==> src/rtl/stx_pkg.sv <==
package stx_pkg;
  typedef enum logic [2:0] {
    ST_IDLE  = 3'd0,
    ST_START = 3'd1,
    ST_DATA  = 3'd2,
    ST_PAR   = 3'd3,
    ST_STOP  = 3'd4,
    ST_BRK   = 3'd5,
    ST_MARK  = 3'd6
  } stx_state_e;
endpackage

==> src/rtl/stx_hold.sv <==
module stx_hold #(
  parameter int unsigned DATA_W = 8
) (
  input  logic              clk_i,
  input  logic              rst_ni,
  input  logic              wr_i,
  input  logic [DATA_W-1:0] wr_data_i,
  input  logic              take_i,
  output logic              full_o,
  output logic [DATA_W-1:0] data_o
);
  logic              full_q;
  logic [DATA_W-1:0] data_q;

  always_ff @(posedge clk_i or negedge rst_ni) begin
    if (!rst_ni) begin
      full_q <= 1'b0;
      data_q <= '0;
    end else begin
      if (wr_i) begin
        full_q <= 1'b1;
        data_q <= wr_data_i;
      end else if (take_i) begin
        full_q <= 1'b0;
      end
    end
  end

  assign full_o = full_q;
  assign data_o = data_q;

  assert_take_full_R7: assert property (@(posedge clk_i) disable iff (!rst_ni)
    take_i |-> full_q);
  assert_wr_fills_R7: assert property (@(posedge clk_i) disable iff (!rst_ni)
    wr_i |=> full_q);
endmodule

==> src/rtl/stx_timer.sv <==
module stx_timer #(
  parameter int unsigned CNT_W = 8
) (
  input  logic             clk_i,
  input  logic             rst_ni,
  input  logic             tick_i,
  input  logic             run_i,
  input  logic             restart_i,
  input  logic [CNT_W-1:0] len_i,
  output logic             done_o
);
  logic [CNT_W-1:0] cnt_q;

  assign done_o = run_i && tick_i && (cnt_q == len_i - 1'b1);

  always_ff @(posedge clk_i or negedge rst_ni) begin
    if (!rst_ni)                cnt_q <= '0;
    else if (restart_i)         cnt_q <= '0;
    else if (run_i && tick_i)   cnt_q <= cnt_q + 1'b1;
  end

  assert_cnt_bound_R3: assert property (@(posedge clk_i) disable iff (!rst_ni)
    run_i |-> (cnt_q < len_i));
endmodule

==> src/rtl/stx_engine.sv <==
module stx_engine import stx_pkg::*; #(
  parameter  int unsigned DATA_W  = 8,
  parameter  int unsigned FAC_MID = 16,
  parameter  int unsigned FAC_HI  = 64,
  localparam int unsigned CNT_W   = $clog2(2 * FAC_HI + 1),
  localparam int unsigned IDX_W   = $clog2(DATA_W)
) (
  input  logic              clk_i,
  input  logic              rst_ni,
  input  logic              tick_i,
  input  logic              en_i,
  input  logic              brk_i,
  input  logic [1:0]        factor_i,
  input  logic [1:0]        len_sel_i,
  input  logic [1:0]        stop_sel_i,
  input  logic              par_en_i,
  input  logic              par_even_i,
  input  logic              hr_full_i,
  input  logic [DATA_W-1:0] hr_data_i,
  output logic              take_o,
  output logic              char_done_o,
  output logic              txd_o
);
  stx_state_e       state_q, state_d;
  logic [CNT_W-1:0] bit_q, stop_q, bit_new, stop_new, tmr_len;
  logic [IDX_W-1:0] nbits_q, idx_q;
  logic [DATA_W-1:0] sh_q, mask;
  logic             par_on_q, par_q, par_calc;
  logic             done, boundary, go_brk, go_chr, run, restart;

  function automatic logic [CNT_W-1:0] ticks_for(input logic [1:0] f);
    logic [CNT_W-1:0] t;
    case (f)
      2'b00:   t = CNT_W'(1);
      2'b01:   t = CNT_W'(FAC_MID);
      default: t = CNT_W'(FAC_HI);
    endcase
    return t;
  endfunction

  always_comb begin
    bit_new = ticks_for(factor_i);
    case (stop_sel_i)
      2'b10:   stop_new = (factor_i == 2'b00) ? (bit_new << 1) : (bit_new + (bit_new >> 1));
      2'b11:   stop_new = bit_new << 1;
      default: stop_new = bit_new;
    endcase
  end

  always_comb begin
    for (int i = 0; i < DATA_W; i++) mask[i] = (i < 5 + int'(len_sel_i));
    par_calc = ^(hr_data_i & mask);
    if (!par_even_i) par_calc = ~par_calc;
  end

  assign tmr_len  = (state_q == ST_STOP) ? stop_q : bit_q;
  assign run      = (state_q != ST_IDLE) && (state_q != ST_BRK);
  assign restart  = !run || done;

  stx_timer #(.CNT_W(CNT_W)) u_timer (
    .clk_i     (clk_i),
    .rst_ni    (rst_ni),
    .tick_i    (tick_i),
    .run_i     (run),
    .restart_i (restart),
    .len_i     (tmr_len),
    .done_o    (done)
  );

  assign char_done_o = (state_q == ST_STOP) && done;
  assign boundary    = ((state_q == ST_IDLE) && tick_i) || char_done_o;
  assign go_brk      = boundary && en_i && brk_i;
  assign go_chr      = boundary && !go_brk && en_i && hr_full_i;
  assign take_o      = go_chr;

  always_comb begin
    state_d = state_q;
    if (boundary) begin
      if (go_brk)      state_d = ST_BRK;
      else if (go_chr) state_d = ST_START;
      else             state_d = ST_IDLE;
    end else begin
      case (state_q)
        ST_START: if (done) state_d = ST_DATA;
        ST_DATA:  if (done && idx_q == nbits_q) state_d = par_on_q ? ST_PAR : ST_STOP;
        ST_PAR:   if (done) state_d = ST_STOP;
        ST_BRK:   if (tick_i && (!brk_i || !en_i)) state_d = ST_MARK;
        ST_MARK:  if (done) state_d = ST_IDLE;
        default:  state_d = state_q;
      endcase
    end
  end

  always_ff @(posedge clk_i or negedge rst_ni) begin
    if (!rst_ni) begin
      state_q  <= ST_IDLE;
      bit_q    <= CNT_W'(1);
      stop_q   <= CNT_W'(1);
      nbits_q  <= '0;
      idx_q    <= '0;
      sh_q     <= '0;
      par_on_q <= 1'b0;
      par_q    <= 1'b0;
    end else begin
      state_q <= state_d;
      if (go_chr) begin
        bit_q    <= bit_new;
        stop_q   <= stop_new;
        nbits_q  <= IDX_W'(4 + int'(len_sel_i));
        idx_q    <= '0;
        sh_q     <= hr_data_i;
        par_on_q <= par_en_i;
        par_q    <= par_calc;
      end else if (go_brk) begin
        bit_q    <= bit_new;
      end else if (state_q == ST_DATA && done) begin
        sh_q  <= sh_q >> 1;
        idx_q <= idx_q + 1'b1;
      end
    end
  end

  always_comb begin
    case (state_q)
      ST_START: txd_o = 1'b0;
      ST_DATA:  txd_o = sh_q[0];
      ST_PAR:   txd_o = par_q;
      ST_BRK:   txd_o = 1'b0;
      default:  txd_o = 1'b1;
    endcase
  end

  assert_brk_at_boundary_R5: assert property (@(posedge clk_i) disable iff (!rst_ni)
    (state_q == ST_BRK && $past(state_q) != ST_BRK) |->
      ($past(state_q) == ST_IDLE || $past(state_q) == ST_STOP));
  assert_mark_after_brk_R6: assert property (@(posedge clk_i) disable iff (!rst_ni)
    ($past(state_q) == ST_BRK && state_q != ST_BRK) |-> state_q == ST_MARK);
  assert_start_enabled_R4: assert property (@(posedge clk_i) disable iff (!rst_ni)
    (state_q == ST_START && $past(state_q) != ST_START) |-> $past(en_i && hr_full_i));
endmodule

==> src/rtl/serial_tx_brk.sv <==
module serial_tx_brk #(
  parameter  int unsigned DATA_W  = 8,
  parameter  int unsigned FAC_MID = 16,
  parameter  int unsigned FAC_HI  = 64
) (
  input  logic              clk_i,
  input  logic              rst_ni,
  input  logic              tick_i,
  input  logic [1:0]        factor_i,
  input  logic [1:0]        char_len_i,
  input  logic              par_en_i,
  input  logic              par_even_i,
  input  logic [1:0]        stop_sel_i,
  input  logic              tx_en_i,
  input  logic              break_i,
  input  logic              wr_i,
  input  logic [DATA_W-1:0] wr_data_i,
  input  logic              stat_rd_i,
  output logic              txd_o,
  output logic              tx_rdy_o,
  output logic              tx_empty_o
);
  logic              hr_full, take, char_done, en_q, emt_q, emt_set;
  logic [DATA_W-1:0] hr_data;

  stx_hold #(.DATA_W(DATA_W)) u_hold (
    .clk_i     (clk_i),
    .rst_ni    (rst_ni),
    .wr_i      (wr_i),
    .wr_data_i (wr_data_i),
    .take_i    (take),
    .full_o    (hr_full),
    .data_o    (hr_data)
  );

  stx_engine #(.DATA_W(DATA_W), .FAC_MID(FAC_MID), .FAC_HI(FAC_HI)) u_engine (
    .clk_i       (clk_i),
    .rst_ni      (rst_ni),
    .tick_i      (tick_i),
    .en_i        (tx_en_i),
    .brk_i       (break_i),
    .factor_i    (factor_i),
    .len_sel_i   (char_len_i),
    .stop_sel_i  (stop_sel_i),
    .par_en_i    (par_en_i),
    .par_even_i  (par_even_i),
    .hr_full_i   (hr_full),
    .hr_data_i   (hr_data),
    .take_o      (take),
    .char_done_o (char_done),
    .txd_o       (txd_o)
  );

  assign emt_set = char_done && !hr_full;

  always_ff @(posedge clk_i or negedge rst_ni) begin
    if (!rst_ni) begin
      en_q  <= 1'b0;
      emt_q <= 1'b0;
    end else begin
      en_q <= tx_en_i;
      if (emt_set)                             emt_q <= 1'b1;
      else if (stat_rd_i || (tx_en_i && !en_q)) emt_q <= 1'b0;
    end
  end

  assign tx_rdy_o   = tx_en_i && !hr_full;
  assign tx_empty_o = emt_q;

  assert_emt_rise_R8: assert property (@(posedge clk_i) disable iff (!rst_ni)
    $rose(emt_q) |-> $past(char_done && !hr_full));
  assert_emt_clear_R8: assert property (@(posedge clk_i) disable iff (!rst_ni)
    (emt_q && stat_rd_i && !emt_set) |=> !emt_q);
endmodule

==> config.mk <==
export PLATFORM = sky130hd
export DESIGN_NAME = serial_tx_brk
export DESIGN_NICKNAME = d
export VERILOG_FILES = /design/src/rtl/stx_pkg.sv /design/src/rtl/stx_hold.sv /design/src/rtl/stx_timer.sv /design/src/rtl/stx_engine.sv /design/src/rtl/serial_tx_brk.sv
export SDC_FILE = /design/constraint.sdc
export NUM_CORES = 1
export LEC_CHECK = 0
export ABC_AREA = 0
export CAP_MARGIN = 10
export CORE_UTILIZATION = 50
export CTS_CLUSTER_DIAMETER = 100
export DETAILED_ROUTE_END_ITERATION = 16
export HOLD_SLACK_MARGIN = 0.12
export PLACE_DENSITY = 0.79
export SLEW_MARGIN = 5
export SYNTH_ARGS = -nofsm -noshare
export SYNTH_HDL_FRONTEND = slang
export SYNTH_HIERARCHICAL = 1
export SYNTH_SLANG_ARGS = --single-unit
==> constraint.sdc <==
create_clock -name clk_i -period 8.9 [get_ports clk_i]
set_input_delay 2.225 -clock clk_i [delete_from_list [all_inputs] [get_ports clk_i]]
set_output_delay 2.225 -clock clk_i [all_outputs]
set_load 0.005 [all_outputs]
==> results of run 1 <==
layer usage:
layer / up-vias / track usage
met5: - / 0
met4: 0 / 0.0635
met3: 4 / 0.0443
met2: 39 / 0.306
met1: 925 / 0.263
li1: 964 / -
final timing paths:
kind | from | endpoint | cells after the start
worst max-delay path | tx_en_i | tx_rdy_o | 3
worst min-delay path | u_engine/stop_q[0] | u_engine/stop_q[0] | 2
worst max register to register | u_engine/state_q[2] | u_engine/par_q | 11
worst min register to register | u_engine/stop_q[0] | u_engine/stop_q[0] | 2
max in group asynchronous | rst_ni | u_engine/stop_q[5] | 1
min in group asynchronous | rst_ni | tx_empty_o | 1
worst min-delay path: cells and delay by family, from the launching register on:
kind	cells	cell delay, ns
AO/OA/AOI/OAI	1	0.06
flip-flops	1	0.37
AND/OR/NAND/NOR	1	0.05
state kept, by name, indices dropped and copies added (netlist names):
signal                  cells
en_q                        1
tx_empty_o                  1
u_engine/bit_q              3
u_engine/idx_q              3
u_engine/nbits_q            3
u_engine/par_on_q           1
u_engine/par_q              1
u_engine/sh_q               8
u_engine/state_q            3
u_engine/stop_q             7
u_engine/u_timer/cnt_q      8
u_hold/data_o               8
u_hold/full_o               1
power by group:
part	leakage, uW	internal, uW	switching (uW)
Sequential	0.000602	284	64.8
Clock	0.0000479	54.9	74.6
Combinational	0.000733	150	144
Total	0.00138	489	283
final cells by class:
| type | count | area, um^2 | area share |
|---|---|---|---|
| multi-input cells | 201 | 1450 | 0.464 |
| flip-flops and latches | 48 | 1200 | 0.385 |
| well taps | 70 | 87.6 | 0.0280 |
| repair buffers | 26 | 253 | 0.0808 |
| clock inverters | 3 | 18.8 | 0.00600 |
| clock buffers | 5 | 68.8 | 0.0220 |
| inverters | 12 | 45.0 | 0.0144 |
synthesized netlist by cell type, types with 3 or more instances:
library cell  count
xor2_1           11
o21ai_0          14
nor2_1           20
xnor2_1          14
nand3_1           4
nand2_1          31
mux2_4            8
mux2i_1          13
ha_1              5
mux2_2            6
and2_1            7
inv_1            11
and4_1            3
a21o_1            3
buf_6             3
nand2b_1          7
buf_2             4
clkbuf_1          3
dfrtp_1          46
nor3_1            5
a21oi_1           4
stage by stage:
| step | area (um^2) | hold WS [ns] |
|---|---|---|
| after floorplan | 2760 | 0.430 |
| after global placement | 3040 | 0.443 |
| after detailed placement | 3040 | 0.451 |
| after CTS | 3130 | 0.478 |
| after global routing | 3130 | 0.513 |
| final | 3130 | 0.477 |
cell families after synthesis:
group | after synthesis
fa+ha+maj | 5
simple gates | 94
mux | 27
buf+inv | 23
xor+xnor | 27
flops | 48
other cells | 1
compound gates | 42
==> impl_metrics.yaml, run 1 <==
cells_and_area:
  finalNonFillerCells: 365
  most-common-layout-cells: "dfrtp_1 (46), nand2_1 (31), clkdlybuf4s50_1 (24)"
  area_delta_synth_final_pct: 14.0
  fillerInstances: 438
  drive_above_1_share: 0.129
  n_antenna_cell: 0
  final_common_cell: "dfrtp_1"
  nets: 322
  final_util: 0.601
detailed_routing:
  drt_wl_total_um: 5170
  met1_length_um: 2530
  wl_met2_um: 2430
  first_pass_iters: 4
  drc_errors: 0
  highest_layer: "met4"
  vias: 1932
  drtIter0Drc: 141
  viasPerCell: 5.29
  routedWlPerCell_um: 14.2
  wl_met3_um: 160
  final_antenna_net_count: 0
setup_path:
  crit_arrival_ns: 3.40
  critPathMaxStageDelay_ns: 0.53
  worstPathCellList: "clkdlybuf4s50_1 -> nor2b_1 -> clkdlybuf4s50_1"
  crit_top_cell: "clkdlybuf4s50_1"
  r2r_setup_slack_ns: 4.38
  critical_path.top_delay_family: "buffers and inverters"
  path_class: "in2out"
  critPathBufInv: 2
  startpoint_type: "input port"
  required_ns: 6.68
  cp-end-kind: "primary output"
  crit_slowest_cell: "clkdlybuf4s50_1"
  crit_fanout: 5
clock_network:
  cts_made_buffers: 5
  clkLatencyLatePin_ns: 0.30
  cts_sinks: 48
  post-cts-setup-buffer-count: 0
  ctsHoldBuffers: 0
  cts_buffer_depth: 2
  path_clk_slew_ns: 0.09
  cts_tree: "done"
  cts_root_buffer: "clkbuf_8"
  post_cts_resized: 0
  h-tree-depth: 2
floorplanning:
  dieHeight_um: 76.1
  fp-row-count: 26
  die_area_um2: 5790
  coreArea_um2: 5200
  initial_utilization: 0.527
  dieWidth_um: 76.1
  io_pins: 26
sta:
  grt_setup_unrepaired: "false"
  finalMaxSlewViolations: 0
  max_freq_mhz: 178
  clock_skew_ns: 0.00486
  fin_setup_tns_ns: 0
  min_period_over_period: 0.631
  tightest_slew_ns: 1.03
  hold_viol: 0
  relSlewSlack: 0.315
  setup_ws_ns: 3.28
  period_minus_slack_ns: 5.62
  setup_viol_count_final: 0
power:
  cellLeakagePower_uw: 0.00138
  irDropWorstVdd_v: 0.0000964
  design_power_total_uw: 772
  cellPowerDensity_nw_per_um2: 247
yosys:
  avgSynthCellArea_um2: 10.3
  synth_compound_area_frac: 0.104
  synth-xor-area-share: 0.0939
  yosys.area_share.simple: 0.181
  yosys_warnings: 6
  ys_ff_latch: 48
  synth_cell_type_count: 59
  synth_top_family_by_area: "simple AND/OR/NAND/NOR gates"
  synth-edff-count: 0
  ys_seq_area_frac: 0.439
  synth.area.top_cells: "dfrtp_1 (42%), mux2i_1 (4.7%), xnor2_1 (4.5%)"
  async_flop_share: 1.00
  netlist.area_leader.share: 0.420
  syn-cell-area_um2: 2740
  synth-adder-area-share: 0.0228
  yosys-mux-area-fraction: 0.116
  synth_cells: 267
  synth_flop_cell: "dfrtp_1"
  yosysTopAreaCell: "dfrtp_1"
grt:
  grt_usage: 0.193
  gr-total-overflow: 0
  grt_pass1_vias: 1897
  grt_max_degree: 49
  grt_pass1_wl_um: 8830
  antenna_found_initial: 0
run_status:
  outcome: "completed"
flow_run:
  cap_violations: 0
place:
  dp_cells: 357
  gp_congestion: 0.804
  dp_hpwl_um: 3640
  portBuffers: 25
  pre_cts_ws_ns: 3.28
min_path:
  hp-class: "reg2reg"
Power figures use the tool's default switching activity.
==> run 2: changes to the inputs <==
Clock period 8.9 ns to 5.2 ns, I/O delays scaled along.
==> impl_metrics.yaml, run 2 (synthesized netlist as in run 1, its figures left out) <==
floorplanning:
  fp-row-count: 26
  dieWidth_um: 76.1
  initial_utilization: 0.527
  die_area_um2: 5790
  io_pins: 26
  dieHeight_um: 76.1
  coreArea_um2: 5200
grt:
  met2_usage: 0.296
  grt_usage: 0.185
  grt_use_met1: 0.251
  use_met3: 0.0431
  gr-total-overflow: 0
  grt_pass1_vias: 1820
  grt_pass1_wl_um: 8520
  grt_max_degree: 49
  busiest_layer: "met2"
  antenna_found_initial: 0
setup_path:
  cp-end-kind: "register"
  rr_worst_depth: 12
  required_ns: 5.39
  crit_arrival_ns: 4.60
  path_class: "reg2reg"
  crit_fanout: 29
  r2r_setup_slack_ns: 0.80
  startpoint_type: "register"
  r2r-end: "u_engine/par_q"
  timing.rr.start: "u_engine/state_q[2]"
sta:
  fin_setup_tns_ns: 0
  tightest_slew_ns: 1.05
  finalMaxSlewViolations: 0
  period_minus_slack_ns: 4.40
  clock_skew_ns: 0.00522
  min_period_over_period: 0.847
  max_freq_mhz: 227
  hold_viol: 0
  relSlewSlack: 0.300
  grt_setup_unrepaired: "false"
  setup_viol_count_final: 0
clock_network:
  cts_tree: "done"
  cts_root_buffer: "clkbuf_8"
  clkLatencyLatePin_ns: 0.30
  post_cts_resized: 0
  h-tree-depth: 2
  ctsHoldBuffers: 0
  cts_sinks: 48
  cts_buffer_depth: 2
  post-cts-setup-buffer-count: 0
  path_clk_slew_ns: 0.09
  cts_made_buffers: 5
power:
  p_seq_frac: 0.448
  cellLeakagePower_uw: 0.00139
  p_clk_frac: 0.180
  swShare: 0.358
  cellPowerDensity_nw_per_um2: 423
  pwr-share-comb: 0.372
  p_switching_uw: 475
  irDropWorstVdd_v: 0.000183
  p_int_uw: 851
place:
  gp_congestion: 0.806
  portBuffers: 25
  dp_hpwl_um: 3540
  placed_area_um2: 3040
detailed_routing:
  viasPerCell: 5.37
  final_antenna_net_count: 0
  first_pass_iters: 4
  drt_wl_total_um: 5060
  vias: 1960
  routedWlPerCell_um: 13.9
  drc_errors: 0
  drtIter0Drc: 128
min_path:
  min_to: "u_engine/stop_q[7]"
  hold_depth: 2
  hp-class: "reg2reg"
  hp-start: "u_engine/stop_q[7]"
cells_and_area:
  most-common-layout-cells: "dfrtp_1 (46), nand2_1 (31), clkdlybuf4s50_1 (24)"
  n_antenna_cell: 0
  final_common_cell: "dfrtp_1"
  final_design_area_no_fill_um2: 3140
  nets: 322
  area_delta_synth_final_pct: 14.3
  drive_above_1_share: 0.129
run_status:
  outcome: "completed"
flow_run:
  cap_violations: 0
==> run 2: changes by cell type in the layout (fill, tap and decap cells not counted), sizes merged <==
cell	change
clkinv	-2
clkbuf	+1
inv	+1
==> run 2: area by class of cell <==
class,instances,area (um^2)
clock buffer,6,82.6
tap,70,87.6
fill,449,2070
inverter,12,45.0
multi-input combinational,201,1450
sequential,48,1200
timing repair buffer,26,253
clock inverter,2,13.8
==> run 2: worst max-delay path, cell delays in order (launching register included) <==
cell,delay (ns)
dfrtp_1,0.57
nor3b_2,0.48
mux2_2,0.44
inv_1,0.07
ha_1,0.25
xor2_2,0.12
nand4_1,0.08
a2111oi_0,0.36
and4_1,0.37
mux2i_1,0.15
or4b_4,0.65
inv_2,0.36
mux2_2,0.38
==> run 2: worst max path at each step <==
stage | start | endpoint | slack (ns) | depth (start not counted)
6_report | u_engine/state_q[2] | u_engine/par_q | 0.80 | 12
5_1_grt | u_engine/state_q[2] | u_engine/par_q | 0.47 | 12
4_1_cts | u_engine/state_q[2] | u_engine/par_q | 0.79 | 12
3_5_place_dp | tick_i | u_engine/par_q | 0.62 | 9
3_3_place_gp | tick_i | u_engine/par_q | 0.71 | 9
2_1_floorplan | u_engine/state_q[2] | u_engine/par_q | 1.40 | 14
==> run 2: metal layers <==
layer / up-vias / share of wire
met5: - / 0
met4: 0 / 0.011
met3: 6 / 0.034
met2: 33 / 0.47
met1: 949 / 0.48
li1: 972 / -
==> run 2: metrics by stage <==
step	power, uW	instances	util	hold WS [ns]	setup slack (ns)
5_1_grt	1420	365	0.603	0.490	0.472
4_1_cts	1330	365	0.603	0.478	0.794
3_3_place_gp	1070	357	0.584	0.445	0.714
6_report	1330	365	0.603	0.476	0.796
3_5_place_dp	1090	357	0.584	0.457	0.622
2_1_floorplan	964	272	-	0.430	1.40
==> run 2: power groups by stage <==
stage                     sequential (uW)  clock [uW]  combinational, uW
after floorplan                       550           0                414
after global placement                596           0                477
after detailed placement              600           0                491
after CTS                             593         245                495
after global routing                  611         262                548
final                                 595         238                494
==> run 3: changes to the inputs <==
Settings changed: PLACE_DENSITY 0.79 to 0.82.
Clock period 5.2 ns to 3.6 ns, I/O delays scaled along.
==> impl_metrics.yaml, run 3 (synthesized netlist as in run 1, its figures left out) <==
floorplanning:
  fp-row-count: 26
  coreArea_um2: 5200
  dieHeight_um: 76.1
  io_pins: 26
  die_area_um2: 5790
  initial_utilization: 0.527
  dieWidth_um: 76.1
sta:
  max_freq_mhz: 286
  relSlewSlack: 0.295
  min_period_over_period: 0.971
  finalMaxSlewViolations: 0
  period_minus_slack_ns: 3.50
  setup_viol_count_final: 0
  hold_viol: 0
  clock_skew_ns: 0.00797
  tightest_slew_ns: 1.06
clock_network:
  path_clk_slew_ns: 0.09
  cts_buffer_depth: 2
  cts_tree: "done"
  cts_root_buffer: "clkbuf_8"
  cts_made_buffers: 5
  h-tree-depth: 2
  cts_sinks: 48
  clkLatencyLatePin_ns: 0.30
  ctsHoldBuffers: 0
cells_and_area:
  final_util: 0.633
  area_delta_synth_final_pct: 20.2
  drive_above_1_share: 0.179
  n_antenna_cell: 0
  final_design_area_no_fill_um2: 3300
  nets: 334
  most-common-layout-cells: "dfrtp_1 (46), nand2_1 (31), clkdlybuf4s50_1 (24)"
  multi_input_comb_area_um2: 1500
  seqCellArea_um2: 1200
  fillerInstances: 418
  finalNonFillerCells: 377
  final_common_cell: "dfrtp_1"
place:
  placed_area_um2: 3130
  gp_congestion: 0.812
  portBuffers: 25
  dp_cells: 368
  dp_hpwl_um: 3890
power:
  p_switching_uw: 714
  p_seq_frac: 0.402
  p_clk_frac: 0.192
  swShare: 0.348
  cellPowerDensity_nw_per_um2: 622
  irDropWorstVdd_v: 0.000281
  p_int_uw: 1340
  cellLeakagePower_uw: 0.00148
  pwr-share-comb: 0.406
min_path:
  hold_depth: 2
  hp-class: "reg2reg"
  min_to: "u_engine/stop_q[7]"
  hp-start: "u_engine/stop_q[7]"
detailed_routing:
  viasPerCell: 5.25
  first_pass_iters: 4
  final_antenna_net_count: 0
  routedWlPerCell_um: 14.1
  drt_wl_total_um: 5300
  drc_errors: 0
  vias: 1980
  drtIter0Drc: 113
setup_path:
  worstPathCellList: "nor3b_4 -> mux2_4 -> inv_1 -> ha_1 -> xor2_2 -> nand4_1 -> a2111oi_2 -> and4_2 -> mux2i_1 -> or4b_4 -> inv_2 -> mux2_2"
  critical_path.top_delay_family: "simple AND/OR/NAND/NOR gates"
  rr_worst_depth: 12
  path_class: "reg2reg"
  critPathBufInv: 2
  crit_fanout: 5
  cp-end-kind: "register"
  r2r_setup_slack_ns: 0.10
  r2r-end: "u_engine/par_q"
  critPathMaxStageDelay_ns: 0.56
  required_ns: 3.79
  crit_arrival_ns: 3.68
  timing.rr.start: "u_engine/state_q[1]"
  startpoint_type: "register"
  crit_slowest_cell: "or4b_4"
run_status:
  outcome: "completed"
grt:
  antenna_found_initial: 0
  grt_pass1_wl_um: 9250
  grt_usage: 0.196
  grt_pass1_vias: 2065
  gr-total-overflow: 0
  grt_max_degree: 49
flow_run:
  cap_violations: 0
run 3: cell types whose count changed in the layout (fill, tap and decap cells not counted), sizes merged:
cell,change
buf,+12
bufinv,+1
clkbuf,-1
clkinv,-1
clkinvlp,+1
run 3: how the worst max path moves through the flow:
stage                     cells past startpoint  slack (ns)                 end                 from
after global routing                         14       -0.05    u_engine/sh_q[4]  u_engine/state_q[1]
after CTS                                    12       0.009  u_engine/stop_q[3]  u_engine/state_q[0]
after global placement                        9        0.13  u_engine/stop_q[3]               tick_i
final                                        12        0.10      u_engine/par_q  u_engine/state_q[1]
after detailed placement                     11       -0.07  u_engine/stop_q[3]  u_engine/state_q[1]
after floorplan                              14       0.004      u_engine/par_q  u_engine/state_q[1]
run 3: per-layer routing:
metal / track usage / vias up / wire length (um)
li1: - / 989 / -
met1: 0.251 / 952 / 2510
met2: 0.344 / 33 / 2620
met3: 0.0299 / 6 / 116
met4: 0.0596 / 0 / 58
met5: 0 / - / 0
run 3: layout make-up:
cell class | count | share of cell area
Clock buffer | 5 | 0.0209
Sequential cell | 48 | 0.365
Timing Repair Buffer | 38 | 0.105
Tap cell | 70 | 0.0266
Clock inverter | 3 | 0.0140
Inverter | 12 | 0.0137
Multi-Input combinational cell | 201 | 0.455
run 3: power by group through the flow:
stage | clock network, uW | registers (uW) | logic (uW)
2_1_floorplan | 0 | 795 | 620
3_3_place_gp | 0 | 826 | 772
3_5_place_dp | 0 | 834 | 802
4_1_cts | 404 | 826 | 813
5_1_grt | 424 | 846 | 913
6_report | 393 | 824 | 832
run 3: worst register-to-register path, delay by kind of cell, from the launching register on:
| family | cells | cell delay [ns] |
|---|---|---|
| buffers and inverters | 2 | 0.19 |
| xor gates and xnor gates | 1 | 0.13 |
| AOI/OAI and AO/OA | 1 | 0.34 |
| adders and majority gates | 1 | 0.25 |
| muxes | 3 | 0.82 |
| DFF | 1 | 0.43 |
| and+or+nand+nor | 4 | 1.24 |
run 3: metrics by stage:
stage / setup slack [ns] / hold WS [ns] / setup TNS, ns / power, uW
after floorplan: 0.00440 / 0.430 / 0 / 1410
after global placement: 0.131 / 0.459 / 0 / 1600
after detailed placement: -0.0705 / 0.463 / -0.0965 / 1640
after CTS: 0.00899 / 0.483 / 0 / 2040
after global routing: -0.0509 / 0.508 / -0.333 / 2180
final: 0.103 / 0.474 / 0 / 2050
run 3: repair_timing:
item,CTS,global route
pin swaps,1,2
endpoints found under the hold margin,0,0
setup endpoints to repair,4,20
resized for setup,0,7
setup buffers,1,0
